File: config.mk
export PLATFORM = sky130hd
export DESIGN_NAME = spi_sck_gen
export DESIGN_NICKNAME = d
export VERILOG_FILES = /design/src/rtl/spi_sck_pkg.sv /design/src/rtl/spi_sck_cfg.sv /design/src/rtl/spi_sck_cnt.sv /design/src/rtl/spi_sck_out.sv /design/src/rtl/spi_sck_gen.sv
export SDC_FILE = /design/constraint.sdc
export NUM_CORES = 1
export LEC_CHECK = 0
export CORE_UTILIZATION = 40
export DETAILED_ROUTE_END_ITERATION = 10
export DONT_BUFFER_PORTS = 1
export PLACE_DENSITY_LB_ADDON = 0.2
export SYNTH_ARGS = -nofsm -noshare
export SYNTH_HDL_FRONTEND = slang
export SYNTH_SLANG_ARGS = --single-unit
File: constraint.sdc
create_clock -name clk -period 3.76 [get_ports clk]
set_input_delay 0.188 -clock clk [delete_from_list [all_inputs] [get_ports clk]]
set_output_delay 0.188 -clock clk [all_outputs]
set_load 0.02 [all_outputs]
File: src/rtl/spi_sck_pkg.sv
// Shared field width and shadow-configuration type for the serial clock
// generator. Assumes all three configuration fields share one width.
package spi_sck_pkg;
    localparam int FIELD_W = 6;

    typedef logic [FIELD_W-1:0] fld_t;

    // Decoded, clamped timing held for the length of a transfer.
    typedef struct packed {
        fld_t div;   // last counter value of a period (at least 1)
        fld_t rise;  // counter value at which sck goes high (1..div)
    } sck_cfg_t;

    localparam sck_cfg_t CFG_RST = '{div: fld_t'(1), rise: fld_t'(1)};
endpackage

File: src/rtl/spi_sck_cfg.sv
// Configuration capture: decodes the divider, high and low fields of the
// configuration word, clamps them into a legal period and rise point, and
// holds the result while a transfer runs.
// Assumes clk_cfg is only meaningful on edges where run is low.
module spi_sck_cfg
    import spi_sck_pkg::*;
#(
    parameter int CFG_W   = 32,
    parameter int DIV_LSB = 12,
    parameter int HI_LSB  = 6,
    parameter int LO_LSB  = 0
) (
    input  logic             clk,
    input  logic             rst_n,
    input  logic             run,
    input  logic [CFG_W-1:0] cfg_word,
    output sck_cfg_t         cfg_q
);
    fld_t                   div_f, hi_f, lo_f, div_eff;
    logic signed [FIELD_W:0] gap;
    sck_cfg_t               cfg_d;

    // Field decode and clamping of period and rise point.
    always_comb begin
        div_f   = cfg_word[DIV_LSB +: FIELD_W];
        hi_f    = cfg_word[HI_LSB  +: FIELD_W];
        lo_f    = cfg_word[LO_LSB  +: FIELD_W];
        div_eff = (div_f == '0) ? fld_t'(1) : div_f;
        gap     = $signed({1'b0, lo_f}) - $signed({1'b0, hi_f});
        cfg_d.div = div_eff;
        if (gap < $signed({{FIELD_W{1'b0}}, 1'b1}))
            cfg_d.rise = fld_t'(1);
        else if (gap > $signed({1'b0, div_eff}))
            cfg_d.rise = div_eff;
        else
            cfg_d.rise = gap[FIELD_W-1:0];
    end

    // Shadow register: follows the word while idle, frozen while running.
    always_ff @(posedge clk) begin
        if (!rst_n)
            cfg_q <= CFG_RST;
        else if (!run)
            cfg_q <= cfg_d;
    end

    // settings do not move during a transfer.
    a_r7_cfg_frozen: assert property (@(posedge clk) disable iff (!rst_n)
        $past(run) |-> $stable(cfg_q));

    // the captured period is never zero and the rise point stays inside it.
    a_r2_cfg_legal: assert property (@(posedge clk) disable iff (!rst_n)
        (cfg_q.div != '0) && (cfg_q.rise != '0) && (cfg_q.rise <= cfg_q.div));
endmodule

File: src/rtl/spi_sck_cnt.sv
// Period counter: counts system clocks from 0 up to the captured divider
// value and wraps. It holds 0 while idle, so each transfer starts at phase 0.
// Assumes div is stable while run is high.
module spi_sck_cnt
    import spi_sck_pkg::*;
(
    input  logic clk,
    input  logic rst_n,
    input  logic run,
    input  fld_t div,
    output fld_t cnt_nxt
);
    fld_t cnt_q;
    logic active_q;

    // Next phase: 0 on the first running cycle, then count with a wrap.
    always_comb begin
        if (!run || !active_q)
            cnt_nxt = '0;
        else if (cnt_q >= div)
            cnt_nxt = '0;
        else
            cnt_nxt = cnt_q + fld_t'(1);
    end

    // Counter and transfer-active flag.
    always_ff @(posedge clk) begin
        if (!rst_n) begin
            cnt_q    <= '0;
            active_q <= 1'b0;
        end else begin
            cnt_q    <= cnt_nxt;
            active_q <= run;
        end
    end

    // the phase never passes the divider value.
    a_r2_cnt_bound: assert property (@(posedge clk) disable iff (!rst_n)
        active_q |-> (cnt_q <= div));

    // at the end of a period the counter returns to 0.
    a_r2_cnt_wrap: assert property (@(posedge clk) disable iff (!rst_n)
        (active_q && (cnt_q == div)) |=> (cnt_q == '0));

    // a transfer always starts from phase 0.
    a_r4_restart: assert property (@(posedge clk) disable iff (!rst_n)
        (!active_q) |=> (cnt_q == '0));
endmodule

File: src/rtl/spi_sck_out.sv
// Output stage: registers the serial clock from the next phase and produces
// the sample strobe on each rising edge and the shift strobe on each falling
// edge. Assumes rise lies in 1..div, so phase 0 is always low.
module spi_sck_out
    import spi_sck_pkg::*;
(
    input  logic clk,
    input  logic rst_n,
    input  logic run,
    input  fld_t cnt_nxt,
    input  fld_t rise,
    output logic sck,
    output logic sample_stb,
    output logic shift_stb
);
    logic sck_d;

    // Level of the serial clock in the coming cycle.
    always_comb sck_d = run && (cnt_nxt >= rise);

    // Registered clock and edge strobes.
    always_ff @(posedge clk) begin
        if (!rst_n) begin
            sck        <= 1'b0;
            sample_stb <= 1'b0;
            shift_stb  <= 1'b0;
        end else begin
            sck        <= sck_d;
            sample_stb <= sck_d && !sck;
            shift_stb  <= run && !sck_d && sck;
        end
    end

    // an idle request silences the clock and both strobes.
    a_r4_idle_quiet: assert property (@(posedge clk) disable iff (!rst_n)
        !run |=> (!sck && !sample_stb && !shift_stb));

    // a sample strobe marks a fresh rising edge.
    a_r5_sample_on_rise: assert property (@(posedge clk) disable iff (!rst_n)
        sample_stb |-> (sck && !$past(sck)));

    // every rising edge carries a sample strobe.
    a_r5_rise_strobed: assert property (@(posedge clk) disable iff (!rst_n)
        $rose(sck) |-> sample_stb);

    // a shift strobe marks a fresh falling edge.
    a_r6_shift_on_fall: assert property (@(posedge clk) disable iff (!rst_n)
        shift_stb |-> (!sck && $past(sck)));

    // the two strobes never coincide.
    a_r6_strobes_apart: assert property (@(posedge clk) disable iff (!rst_n)
        !(sample_stb && shift_stb));
endmodule

File: src/rtl/spi_sck_gen.sv
// Programmable SPI serial clock generator top: configuration capture,
// period counter and output stage. Assumes run is synchronous to clk and
// that clock source selection happens outside this block.
module spi_sck_gen
    import spi_sck_pkg::*;
#(
    parameter int CFG_W   = 32,
    parameter int DIV_LSB = 12,
    parameter int HI_LSB  = 6,
    parameter int LO_LSB  = 0
) (
    input  logic             clk,
    input  logic             rst_n,
    input  logic             run,
    input  logic [CFG_W-1:0] clk_cfg,
    output logic             sck,
    output logic             sample_stb,
    output logic             shift_stb
);
    sck_cfg_t cfg_q;
    fld_t     cnt_nxt;

    spi_sck_cfg #(
        .CFG_W  (CFG_W),
        .DIV_LSB(DIV_LSB),
        .HI_LSB (HI_LSB),
        .LO_LSB (LO_LSB)
    ) u_cfg (
        .clk     (clk),
        .rst_n   (rst_n),
        .run     (run),
        .cfg_word(clk_cfg),
        .cfg_q   (cfg_q)
    );

    spi_sck_cnt u_cnt (
        .clk    (clk),
        .rst_n  (rst_n),
        .run    (run),
        .div    (cfg_q.div),
        .cnt_nxt(cnt_nxt)
    );

    spi_sck_out u_out (
        .clk       (clk),
        .rst_n     (rst_n),
        .run       (run),
        .cnt_nxt   (cnt_nxt),
        .rise      (cfg_q.rise),
        .sck       (sck),
        .sample_stb(sample_stb),
        .shift_stb (shift_stb)
    );
endmodule

# ---- After elaboration in Yosys (flattened, before gate mapping)
# Index checks and enable logic that the tools add are counted.
dict set report classes {
  add_sub_neg 2
  n_mul 0
  div 0
  magnitude_cmp 4
  n_eq_ne 0
  shift 0
  mux 5
  n_bitwise 0
  reduce_logical 10
}
# op n
set ops {}
lappend ops {{two-way mux 6 bit} 5}
lappend ops {{greater-or-equal comparator 6 bit} 2}
lappend ops {{greater-than comparator 7 bit} 1}
lappend ops {{< comparator 7 x 2 -> 1 bit (second input constant)} 1}
lappend ops {{subtractor 6 x 6 -> 7 bit} 1}
lappend ops {{adder 6 x 1 -> 6 bit (second input constant)} 1}
lappend ops {{logical NOT 6 bit} 1}
lappend ops {{logical AND 1 bit} 4}
lappend ops {{logical NOT 1 bit} 4}
lappend ops {{logical OR 1 bit} 1}
dict set report totals {
  reg_bits 22
  latchBits 0
  ramBits 0
  mem_bits_ro 0
  elab_cells 28
  mem_count 0
}

# ---- Longest topological paths before layout
# Gate-level depths: netlist of the first run.
dict set report depth {
  word_depth 8
  ltp_mapped 15
}

# ---- By module
# Synthesis of the first run repeated with hierarchy kept, for this count alone.
dict set report unflattened {
  cells_unflattened 207
  area_unflattened_um2 1781.7
}
# mod n_inst cells_per_inst area_each_um2 seq_area_each_um2
set by_module_without_submodules {}
lappend by_module_without_submodules {spi_sck_cfg 1 126 1084.8 240.2}
lappend by_module_without_submodules {spi_sck_cnt 1 55 475.5 140.1}
lappend by_module_without_submodules {spi_sck_out 1 26 221.5 60.1}

# ---- Worst setup path after synthesis of the first run
# OpenSTA, ideal clock, no wires.
dict set report synth_timing {
  kind {reg2reg}
  startpoint {register u_cnt.cnt_q[0]}
  endpoint {register u_out.sample_stb}
  setup_ns 0.116
  t_arrival_ns 2.777
  required_ns 3.644
  path_slack_ns 0.868
  stages_incl_launch_ff 16
  period_less_slack_ns 2.892
  cell_sequence {dfxtp_1 inv_1 ha_1 nand2b_1 a21o_1 a21o_1 a21oi_1 o211ai_1 nand2b_1 ha_1 nand2b_1 a21o_1 a21o_1 a21oi_1 o21ai_0 and3b_1}
}
dict set report synth_via {
  elab_chain_len 6
  elab_cells_between_ends 7
}
# element line_no
set synth_rtl {}
lappend synth_rtl {{start: declaration} spi_sck_cnt.sv:13} ;# fld_t cnt_q;
lappend synth_rtl {{start signal: assignment} spi_sck_cnt.sv:32} ;# cnt_q <= cnt_nxt;
lappend synth_rtl {{adder 6 x 1 -> 6 bit / greater-or-equal comparator 6 bit (equally long branches)} {spi_sck_cnt.sv:23, spi_sck_cnt.sv:20}}
lappend synth_rtl {{two-way mux 6 bit (*)} spi_sck_cnt.sv:20} ;# else if (cnt_q >= div)
lappend synth_rtl {{two-way mux 6 bit (*)} spi_sck_cnt.sv:18} ;# if (!run || !active_q)
lappend synth_rtl {{greater-or-equal comparator 6 bit (*)} spi_sck_out.sv:19} ;# always_comb sck_d = run && (cnt_nxt >= rise);
lappend synth_rtl {{logical AND 1 bit (*)} spi_sck_out.sv:19}
lappend synth_rtl {{logical AND 1 bit (*)} spi_sck_out.sv:29} ;# sample_stb <= sck_d && !sck;
lappend synth_rtl {{end signal: assignment} spi_sck_out.sv:29}
lappend synth_rtl {{end: declaration} spi_sck_out.sv:13} ;# output logic sample_stb,
# Every way passes the cells marked *; elsewhere a longest branch is shown, timed or not.
# A chain may end at the register's enable or synchronous reset.

# ---- Worst setup path in the final report of the first run
# Ends and elaborated chain as after synthesis.

==> results.json, run 1 <==
{
  "reg2regPathDepth": 15,
  "p_leak_nw": 0.8280,
  "cts_setup_buffers": 0,
  "drt-vias-per-instance": 5.203,
  "fill_cells": 371,
  "cts_htree_levels": 1,
  "port_buffers": 0,
  "wl_per_cell_um": 12.96,
  "rsz0062_at_grt": "no",
  "syn-num-nets": 252,
  "grt_remaining_overflow": 0,
  "drtAntennaViolNets": 0,
  "hp-class": "in -> reg",
  "syn_avg_cell_area_um2": 8.457,
  "ios": 38,
  "first_global_vias": 1272,
  "vias": 1254,
  "insertion_delay_ns": 0.27,
  "slew_headroom": 0.6467,
  "row_count": 22,
  "die_area_um2": 4296,
  "fmax_mhz": 313.4,
  "criticalPathCategory": "reg -> reg",
  "syn_inst": 191,
  "tritoncts": "yes",
  "async_flop_share": 0,
  "yosys_warnings": 0,
  "syn_area_um2": 1615,
  "drtIter0Drc": 17,
  "timing.rr.end": "u_out.sample_stb$_SDFF_PN0_",
  "skew_ns": 0.009445,
  "slew_viol_final": 0,
  "r2r_setup_slack_ns": 0.57,
  "synthDistinctLibCells": 41,
  "cp_max_fo": 6,
  "core_um2": 3771,
  "clock_sinks": 22,
  "final_nets": 255,
  "clkTransAtPathRegs_ns": 0.08,
  "dr_wl_met2_mm": 1.527,
  "whs_ns": 0.05379,
  "holdPathEnd": "u_cfg.cfg_q[9]$_SDFFE_PN0N_",
  "grt_use_total": 0.1690,
  "cts_made_buffers": 3,
  "timing.rr.start": "u_cnt.cnt_q[0]$_SDFF_PN0_",
  "dr_wl_met3_um": 118,
  "max-vdd-ir-drop_v": 0.0003647,
  "drv.max_cap_violation_count": 0,
  "fin_tns_setup_ns": 0,
  "period_share": 0.8486,
  "crit_path_end_kind": "register",
  "post-route-min-period_ns": 3.191,
  "drt_first_pass_iters": 4,
  "arrival_ns": 3.36,
  "yosysSeqAreaShare": 0.2727,
  "start_util": 0.4283,
  "hold_path_depth": 1,
  "utilization": 0.4628,
  "drcViolationCount": 0,
  "die_height_um": 65.55,
  "power.density_nw_per_um2": 365.6,
  "antenna_found_initial": 0,
  "status": "complete, no violations",
  "grt_pass1_wl_mm": 5.582,
  "dpl.hpwl_mm": 2.584,
  "final_layout_size_suffix_gt1_frac": 0.07254,
  "clock_path_buffers": 2,
  "grt_max_degree": 14,
  "top_layer": "met4",
  "drt-met1-wl_mm": 1.460,
  "synth_edf_count": 0,
  "cts_root_buffer": "clkbuf_8",
  "synth_flop_cell": "dfxtp_1",
  "ys_ff_latch": 22,
  "hold_violations": 0,
  "routed_wl_mm": 3.124,
  "min_from": "rst_n",
  "critPathLaunchType": "register",
  "required_ns": 3.93,
  "setup_viol": 0,
  "antenna_cells": 0,
  "gp_congestion": 0.7958,
  "die_w_um": 65.55,
  "syn_to_final_growth_pct": 8.056,
  "tightest_slew_ns": 0.5294
}
[power by group]
| part | switching (W) | internal, W |
|---|---|---|
| Combinational | 0.0000917 | 0.0000756 |
| Clock | 0.0000771 | 0.000142 |
| Sequential | 0.00000763 | 0.000244 |
[per-stage QoR]
stage	worst slack, ns	cells	total power, W	instance area [um^2]
2_1_floorplan	0.8675	191	0.0003932	1615
3_3_place_gp	0.6209	236	0.0004146	1664
3_5_place_dp	0.5878	236	0.0004231	1664
4_1_cts	0.5389	241	0.0006427	1745
5_1_grt	0.3278	241	0.0006780	1745
6_report	0.5691	241	0.0006382	1745
[how the worst max path moves through the flow]
stage	start	depth (start not counted)	to	slack [ns]
floorplan	u_cnt.cnt_q[0]$_SDFF_PN0_	15	u_out.sample_stb$_SDFF_PN0_	0.87
detailed placement	u_cnt.cnt_q[0]$_SDFF_PN0_	15	u_out.sample_stb$_SDFF_PN0_	0.59
global route	u_cnt.cnt_q[0]$_SDFF_PN0_	15	u_out.sample_stb$_SDFF_PN0_	0.33
finish	u_cnt.cnt_q[0]$_SDFF_PN0_	15	u_out.sample_stb$_SDFF_PN0_	0.57
global placement	u_cnt.cnt_q[0]$_SDFF_PN0_	15	u_out.sample_stb$_SDFF_PN0_	0.62
CTS	u_cnt.cnt_q[0]$_SDFF_PN0_	15	u_out.sample_stb$_SDFF_PN0_	0.54
[registers in the layout (all words and copies together) (netlist names)]
register	flops
u_cnt.active_q	1
u_out.sck	1
u_out.sample_stb	1
u_cfg.cfg_q	12
u_cnt.cnt_q	6
u_out.shift_stb	1
[cells in the final DEF (no fill, tap or decap), types with 2 or more instances in the layout]
master	count
and2_1	2
a21oi_1	9
o22a_1	2
nor2b_1	5
clkbuf_8	3
dfxtp_1	22
nand2_1	13
a21o_1	4
o21ai_0	3
nand3_1	3
mux2i_1	10
xnor2_1	2
ha_1	25
nor2_1	20
inv_1	29
xor2_1	4
nand2b_1	6
nor2_2	2
o21ai_1	6
[cell usage after synthesis, types with 2 or more instances]
cell type	n	area share
nor2_1	20	0.046
nand3_1	3	0.0093
nand2b_1	6	0.023
ha_1	25	0.19
xnor2_1	2	0.011
nor2_2	2	0.0077
clkbuf_1	2	0.0046
inv_1	29	0.067
dfxtp_1	22	0.27
a21o_1	4	0.019
mux2i_1	10	0.062
xor2_1	4	0.022
and2_1	2	0.0077
o21ai_1	6	0.019
o22a_1	2	0.011
nand2_1	13	0.030
a21oi_1	9	0.028
o21ai_0	3	0.0093
nor2b_1	5	0.019
[timing repair]
| item | 4_1_cts | 5_1_grt |
|---|---|---|
| hold buffers | 1 | 0 |
| hold endpoints to repair | 1 | 0 |
| resized for setup | 0 | 0 |
[per-layer routing]
metal	track usage	up-vias
met5	0	-
met4	0.03261	0
met3	0.05035	4
met2	0.2835	18
met1	0.2131	590
li1	-	642
[worst max-delay path, stage by stage, from the launching register on]
cell and delay (ns):
dfxtp_1 0.39, inv_1 0.09, ha_1 0.27, nand2b_1 0.14, a21o_1 0.17, a21o_1 0.17
a21oi_1 0.20, o211ai_1 0.22, nand2b_1 0.22, ha_1 0.26, nand2b_1 0.14, a21o_1 0.17
a21o_1 0.17, a21oi_1 0.14, o21ai_0 0.14, and3b_1 0.20
[logic make-up (layout without fill, tap and decap cells)]
| kind of cell | count (synthesis) | in the layout | synth area share |
|---|---|---|---|
| mux | 10 | 10 | 0.06197 |
| xor+xnor | 7 | 7 | 0.04261 |
| simple gates | 61 | 61 | 0.1913 |
| compound gates | 33 | 33 | 0.1510 |
| fa+ha+maj | 26 | 26 | 0.2060 |
| flops | 22 | 22 | 0.2727 |
| buf+inv | 32 | 34 | 0.07436 |
[area by class of cell]
class,instances,area [um^2],area share
multi-input cells,137,1055,0.6043
flip-flops and latches,22,440.4,0.2523
clock buffers,3,41.29,0.02366
inverters,29,108.9,0.06237
repair buffers,1,10.01,0.005735
well taps,48,60.06,0.03441
clock inverters,1,30.03,0.01720
Note: power is estimated with default switching activity, not from simulation.
==> run 2, diff against run 1 <==
==> constraint.sdc (replaced) <==
create_clock -name clk -period 2.6 [get_ports clk]
set_input_delay 0.13 -clock clk [delete_from_list [all_inputs] [get_ports clk]]
set_output_delay 0.13 -clock clk [all_outputs]
set_load 0.02 [all_outputs]
==> results.json, run 2 (synthesis gave the netlist of run 1 again) <==
{
  "path_common_cell": "a21o_1",
  "violations": "setup timing",
  "start_util": 0.4283,
  "vias": 1317,
  "cp_max_fo": 3,
  "whs_ns": 0.004364,
  "drtIter0Drc": 26,
  "slew_headroom": 0.6567,
  "drv.max_cap_violation_count": 0,
  "required_ns": 2.76,
  "row_count": 22,
  "arrival_ns": 2.80,
  "period_share": 1.014,
  "antenna_cells": 0,
  "gp_congestion": 0.8230,
  "insertion_delay_ns": 0.26,
  "layout_common_cells": "inv_1 (28), ha_1 (24), nor2_1 (20), dfxtp_1 (20), buf_4 (17)",
  "drt_first_pass_iters": 4,
  "syn_to_final_growth_pct": 18.75,
  "r2r_setup_slack_ns": -0.04,
  "cts_made_buffers": 3,
  "clkPwrFrac": 0.266,
  "core_um2": 3771,
  "slew_viol_final": 0,
  "tightest_slew_ns": 0.5144,
  "grt_use_total": 0.1682,
  "clkTransAtPathRegs_ns": 0.08,
  "cts_htree_levels": 1,
  "critical_path.cell_chain": "inv_2 > ha_4 > nand2b_4 > a21o_1 > a21o_1 > a21oi_2 > o211ai_1 > nand2b_1 > ha_1 > nand2b_4 > a21o_1 > a21o_1 > a21oi_2 > o21ai_2 > and3b_1",
  "grt_pass1_wl_mm": 5.582,
  "cts_root_buffer": "clkbuf_8",
  "combPwrFrac": 0.333,
  "worst-path-buf-inv": 1,
  "drtAntennaViolNets": 0,
  "criticalPathCategory": "reg -> reg",
  "swShare": 0.2957,
  "critPathLaunchType": "register",
  "wl_per_cell_um": 12.25,
  "p_int_w": 0.0006399,
  "drcViolationCount": 0,
  "p_leak_nw": 0.9165,
  "grt_max_degree": 13,
  "top_register": "u_cfg.cfg_q",
  "die_w_um": 65.55,
  "power_frac_seq": 0.401,
  "clock_path_buffers": 2,
  "power.density_nw_per_um2": 473.7,
  "clock_sinks": 22,
  "p_switching_w": 0.0002687,
  "layout_commonest_cell": "inv_1",
  "die_area_um2": 4296,
  "hold_violations": 0,
  "place_ws_ns": -0.1640,
  "largest_reg_flops": 12,
  "routed_wl_mm": 3.160,
  "critPathTopFamily": "compound AO/OA/AOI/OAI gates",
  "grt_remaining_overflow": 0,
  "post-route-min-period_ns": 2.638,
  "final_nets": 272,
  "skew_ns": 0.002011,
  "max-vdd-ir-drop_v": 0.0002638,
  "die_height_um": 65.55,
  "tritoncts": "yes",
  "ios": 38,
  "setup_viol": 2,
  "crit_path_end_kind": "register",
  "crit_slowest_cell": "dfxtp_2",
  "drt-vias-per-instance": 5.105,
  "final_layout_size_suffix_gt1_frac": 0.2143,
  "max_stage_delay_ns": 0.33,
  "fmax_mhz": 379.1,
  "antenna_found_initial": 0,
  "port_buffers": 0,
  "reg.largest.list": "u_cfg.cfg_q (12), u_cnt.cnt_q (6)",
  "rsz0062_at_grt": "yes",
  "hp-class": "in -> reg",
  "first_global_vias": 1299,
  "dpl.hpwl_mm": 2.631,
  "status": "finished with violations",
  "setup_slack_ns": -0.03763
}
## run 2: timing repair
item                                   CTS  global route
pin swaps                                0             1
setup endpoints to repair                3             4
endpoints found under the hold margin    4             0
resized for setup                        4             3
hold buffers                             1             0
setup buffers                            4             0
## run 2: power groups by stage
stage                     clock, W  combinational [W]  sequential [W]
after floorplan                  0           0.000211        0.000369
after global placement           0           0.000264        0.000371
after detailed placement         0           0.000278        0.000372
after CTS                 0.000254           0.000299        0.000364
after global routing      0.000265           0.000339        0.000367
final                     0.000242           0.000303        0.000364
## run 2: worst paths after layout
path,to,from,cells after the start
worst max-delay path,u_out.sample_stb$_SDFF_PN0_,u_cnt.cnt_q[0]$_SDFF_PN0_,15
worst min-delay path,u_cfg.cfg_q[10]$_SDFFE_PN0N_,rst_n,1
worst max register to register,u_out.sample_stb$_SDFF_PN0_,u_cnt.cnt_q[0]$_SDFF_PN0_,15
worst min register to register,u_cfg.cfg_q[4]$_SDFFE_PN0N_,u_cfg.cfg_q[4]$_SDFFE_PN0N_,2
## run 2: metal layers
metal	vias to the layer above	share of wire	track usage
met5	-	0	0
met4	0	0.0073	0.04076
met3	4	0.036	0.03993
met2	20	0.48	0.2951
met1	616	0.47	0.2044
li1	677	-	-
## run 2: per-stage QoR
stage                     power [W]  cells  utilization  area [um^2]  setup TNS, ns
after floorplan           0.0005804    191            -         1642       -0.09861
after global placement    0.0006353    249       0.4731         1784        -0.3595
after detailed placement  0.0006501    249       0.4731         1784        -0.7624
after CTS                 0.0009178    258       0.5060         1908       -0.08256
after global routing      0.0009707    258       0.5086         1918        -0.3344
final                     0.0009086    258       0.5086         1918       -0.04840
## run 2: area by class of cell
cell class / count / area, um^2
Timing Repair Buffer: 18 / 137.6
Sequential cell: 22 / 442.9
Fill cell: 349 / 1853
Clock buffer: 4 / 55.05
Inverter: 29 / 108.9
Tap cell: 48 / 60.06
Multi-Input combinational cell: 137 / 1114
==> run 3, diff against run 2 <==
--- a/config.mk
+++ b/config.mk
@@ -5,10 +5,11 @@
 export SDC_FILE = /design/constraint.sdc
 export NUM_CORES = 1
 export LEC_CHECK = 0
+export ABC_CLOCK_PERIOD_IN_PS = 2600
 export CORE_UTILIZATION = 40
 export DETAILED_ROUTE_END_ITERATION = 10
 export DONT_BUFFER_PORTS = 1
-export PLACE_DENSITY_LB_ADDON = 0.2
+export PLACE_DENSITY = 0.64
 export SYNTH_ARGS = -nofsm -noshare
 export SYNTH_HDL_FRONTEND = slang
 export SYNTH_SLANG_ARGS = --single-unit
==> results.json, run 3 (synthesis gave the netlist of run 1 again) <==
{
  "drcViolationCount": 0,
  "gp_congestion": 0.7758,
  "cts_root_buffer": "clkbuf_8",
  "final_nets": 270,
  "clock_sinks": 22,
  "crit_path_end_kind": "register",
  "die_w_um": 65.55,
  "dpl.hpwl_mm": 2.409,
  "required_ns": 2.77,
  "status": "finished with violations",
  "drt-vias-per-instance": 4.855,
  "grt_pass1_wl_mm": 5.492,
  "die_height_um": 65.55,
  "whs_ns": -0.001954,
  "grt_max_degree": 13,
  "die_area_um2": 4296,
  "reg.largest.list": "u_cfg.cfg_q (12), u_cnt.cnt_q (6)",
  "antenna_cells": 0,
  "layout_common_cells": "inv_1 (28), ha_1 (24), nor2_1 (20), dfxtp_1 (20), buf_4 (15)",
  "tritoncts": "yes",
  "drt_first_pass_iters": 3,
  "p_switching_w": 0.0002748,
  "power.total_w": 0.0009120,
  "critPathLaunchType": "register",
  "drv.max_cap_violation_count": 0,
  "core_um2": 3771,
  "hold_violations": 1,
  "fill_cells": 369,
  "wl_per_cell_um": 12.45,
  "top_register": "u_cfg.cfg_q",
  "p_int_w": 0.0006372,
  "cts_htree_levels": 1,
  "clock_path_buffers": 2,
  "fin_area_um2": 1901,
  "fmax_mhz": 374.0,
  "cp_max_fo": 3,
  "rsz0062_at_grt": "yes",
  "setup_viol": 2,
  "final_layout_size_suffix_gt1_frac": 0.2019,
  "power.density_nw_per_um2": 479.9,
  "routed_wl_mm": 3.187,
  "criticalPathCategory": "reg -> reg",
  "power_frac_seq": 0.399,
  "layout_commonest_cell": "inv_1",
  "utilization": 0.5040,
  "grt_remaining_overflow": 0,
  "placed_cell_area_um2": 1784,
  "antenna_found_initial": 0,
  "setup_slack_ns": -0.07408,
  "slew_viol_final": 0,
  "skew_ns": 0.003529,
  "insertion_delay_ns": 0.26,
  "clkTransAtPathRegs_ns": 0.08,
  "post-route-min-period_ns": 2.674,
  "port_buffers": 0,
  "max-vdd-ir-drop_v": 0.0002411,
  "syn_to_final_growth_pct": 17.66,
  "arrival_ns": 2.84,
  "swShare": 0.3013,
  "drtIter0Drc": 17,
  "drtAntennaViolNets": 0,
  "tightest_slew_ns": 0.5575,
  "start_util": 0.4283,
  "grt_use_total": 0.1640,
  "cts_made_buffers": 3,
  "ios": 38,
  "p_leak_nw": 0.9108,
  "vias": 1243,
  "hp-class": "in -> reg",
  "row_count": 22,
  "slew_headroom": 0.6279,
  "violations": "hold timing, setup timing",
  "clkPwrFrac": 0.276,
  "period_share": 1.028,
  "combPwrFrac": 0.325,
  "largest_reg_flops": 12,
  "first_global_vias": 1227
}
-- run 3: power groups by stage --
| stage | clock, W | combinational (W) | sequential, W |
|---|---|---|---|
| 2_1_floorplan | 0 | 0.000211 | 0.000369 |
| 3_3_place_gp | 0 | 0.000273 | 0.000371 |
| 3_5_place_dp | 0 | 0.000275 | 0.000371 |
| 4_1_cts | 0.000257 | 0.000287 | 0.000364 |
| 5_1_grt | 0.000272 | 0.000334 | 0.000366 |
| 6_report | 0.000252 | 0.000296 | 0.000364 |
-- run 3: per-stage QoR --
stage	TNS, ns	cells	worst slack, ns
3_3_place_gp	-0.4120	249	-0.1054
5_1_grt	-0.4167	256	-0.1796
6_report	-0.1253	256	-0.07408
4_1_cts	-0.1175	255	-0.06877
3_5_place_dp	-0.4236	249	-0.09852
2_1_floorplan	-0.09861	191	-0.06029
-- run 3: layer usage --
metal  global-route usage  up-vias  wire [um]
li1                     -      673          -
met1               0.2258      545       1671
met2               0.2629       23       1392
met3              0.03299        2        106
met4              0.03261        0         17
met5                    0        -          0
-- run 3: worst max-delay path: stages, from the launching register on --
cell	delay (ns)
dfxtp_2	0.35
inv_2	0.05
ha_4	0.21
nand2b_4	0.13
a21o_1	0.15
a21o_1	0.16
a21oi_2	0.15
o211ai_1	0.11
nand2b_1	0.17
ha_1	0.27
nand2b_4	0.13
a21o_1	0.15
a21o_1	0.17
a21oi_2	0.14
o21ai_2	0.08
and3b_1	0.17
-- run 3: timing repair --
action	CTS	global route
resized for setup	3	3
hold endpoints to repair	4	0
buffers inserted	1	1
hold buffers	1	0
endpoints found under the setup margin	3	3
-- run 3: area by class of cell --
class,instances,area [um^2],area share
Timing Repair Buffer,16,122.6,0.06452
Inverter,29,108.9,0.05727
Clock buffer,4,55.05,0.02897
Sequential cell,22,442.9,0.2330
Tap cell,48,60.06,0.03160
Multi-Input combinational cell,137,1111,0.5846
-- run 3: final timing paths --
| check | to | from | cells past startpoint | slack, ns |
|---|---|---|---|---|
| hold / removal | u_cfg.cfg_q[7]$_SDFFE_PN0N_ | rst_n | 1 | -0.002 |
| setup reg to reg | u_out.sample_stb$_SDFF_PN0_ | u_cnt.cnt_q[0]$_SDFF_PN0_ | 15 | -0.07 |
| setup / recovery | u_out.sample_stb$_SDFF_PN0_ | u_cnt.cnt_q[0]$_SDFF_PN0_ | 15 | -0.07 |
| hold reg to reg | u_cfg.cfg_q[2]$_SDFFE_PN0N_ | u_cfg.cfg_q[2]$_SDFFE_PN0N_ | 2 | 0.46 |
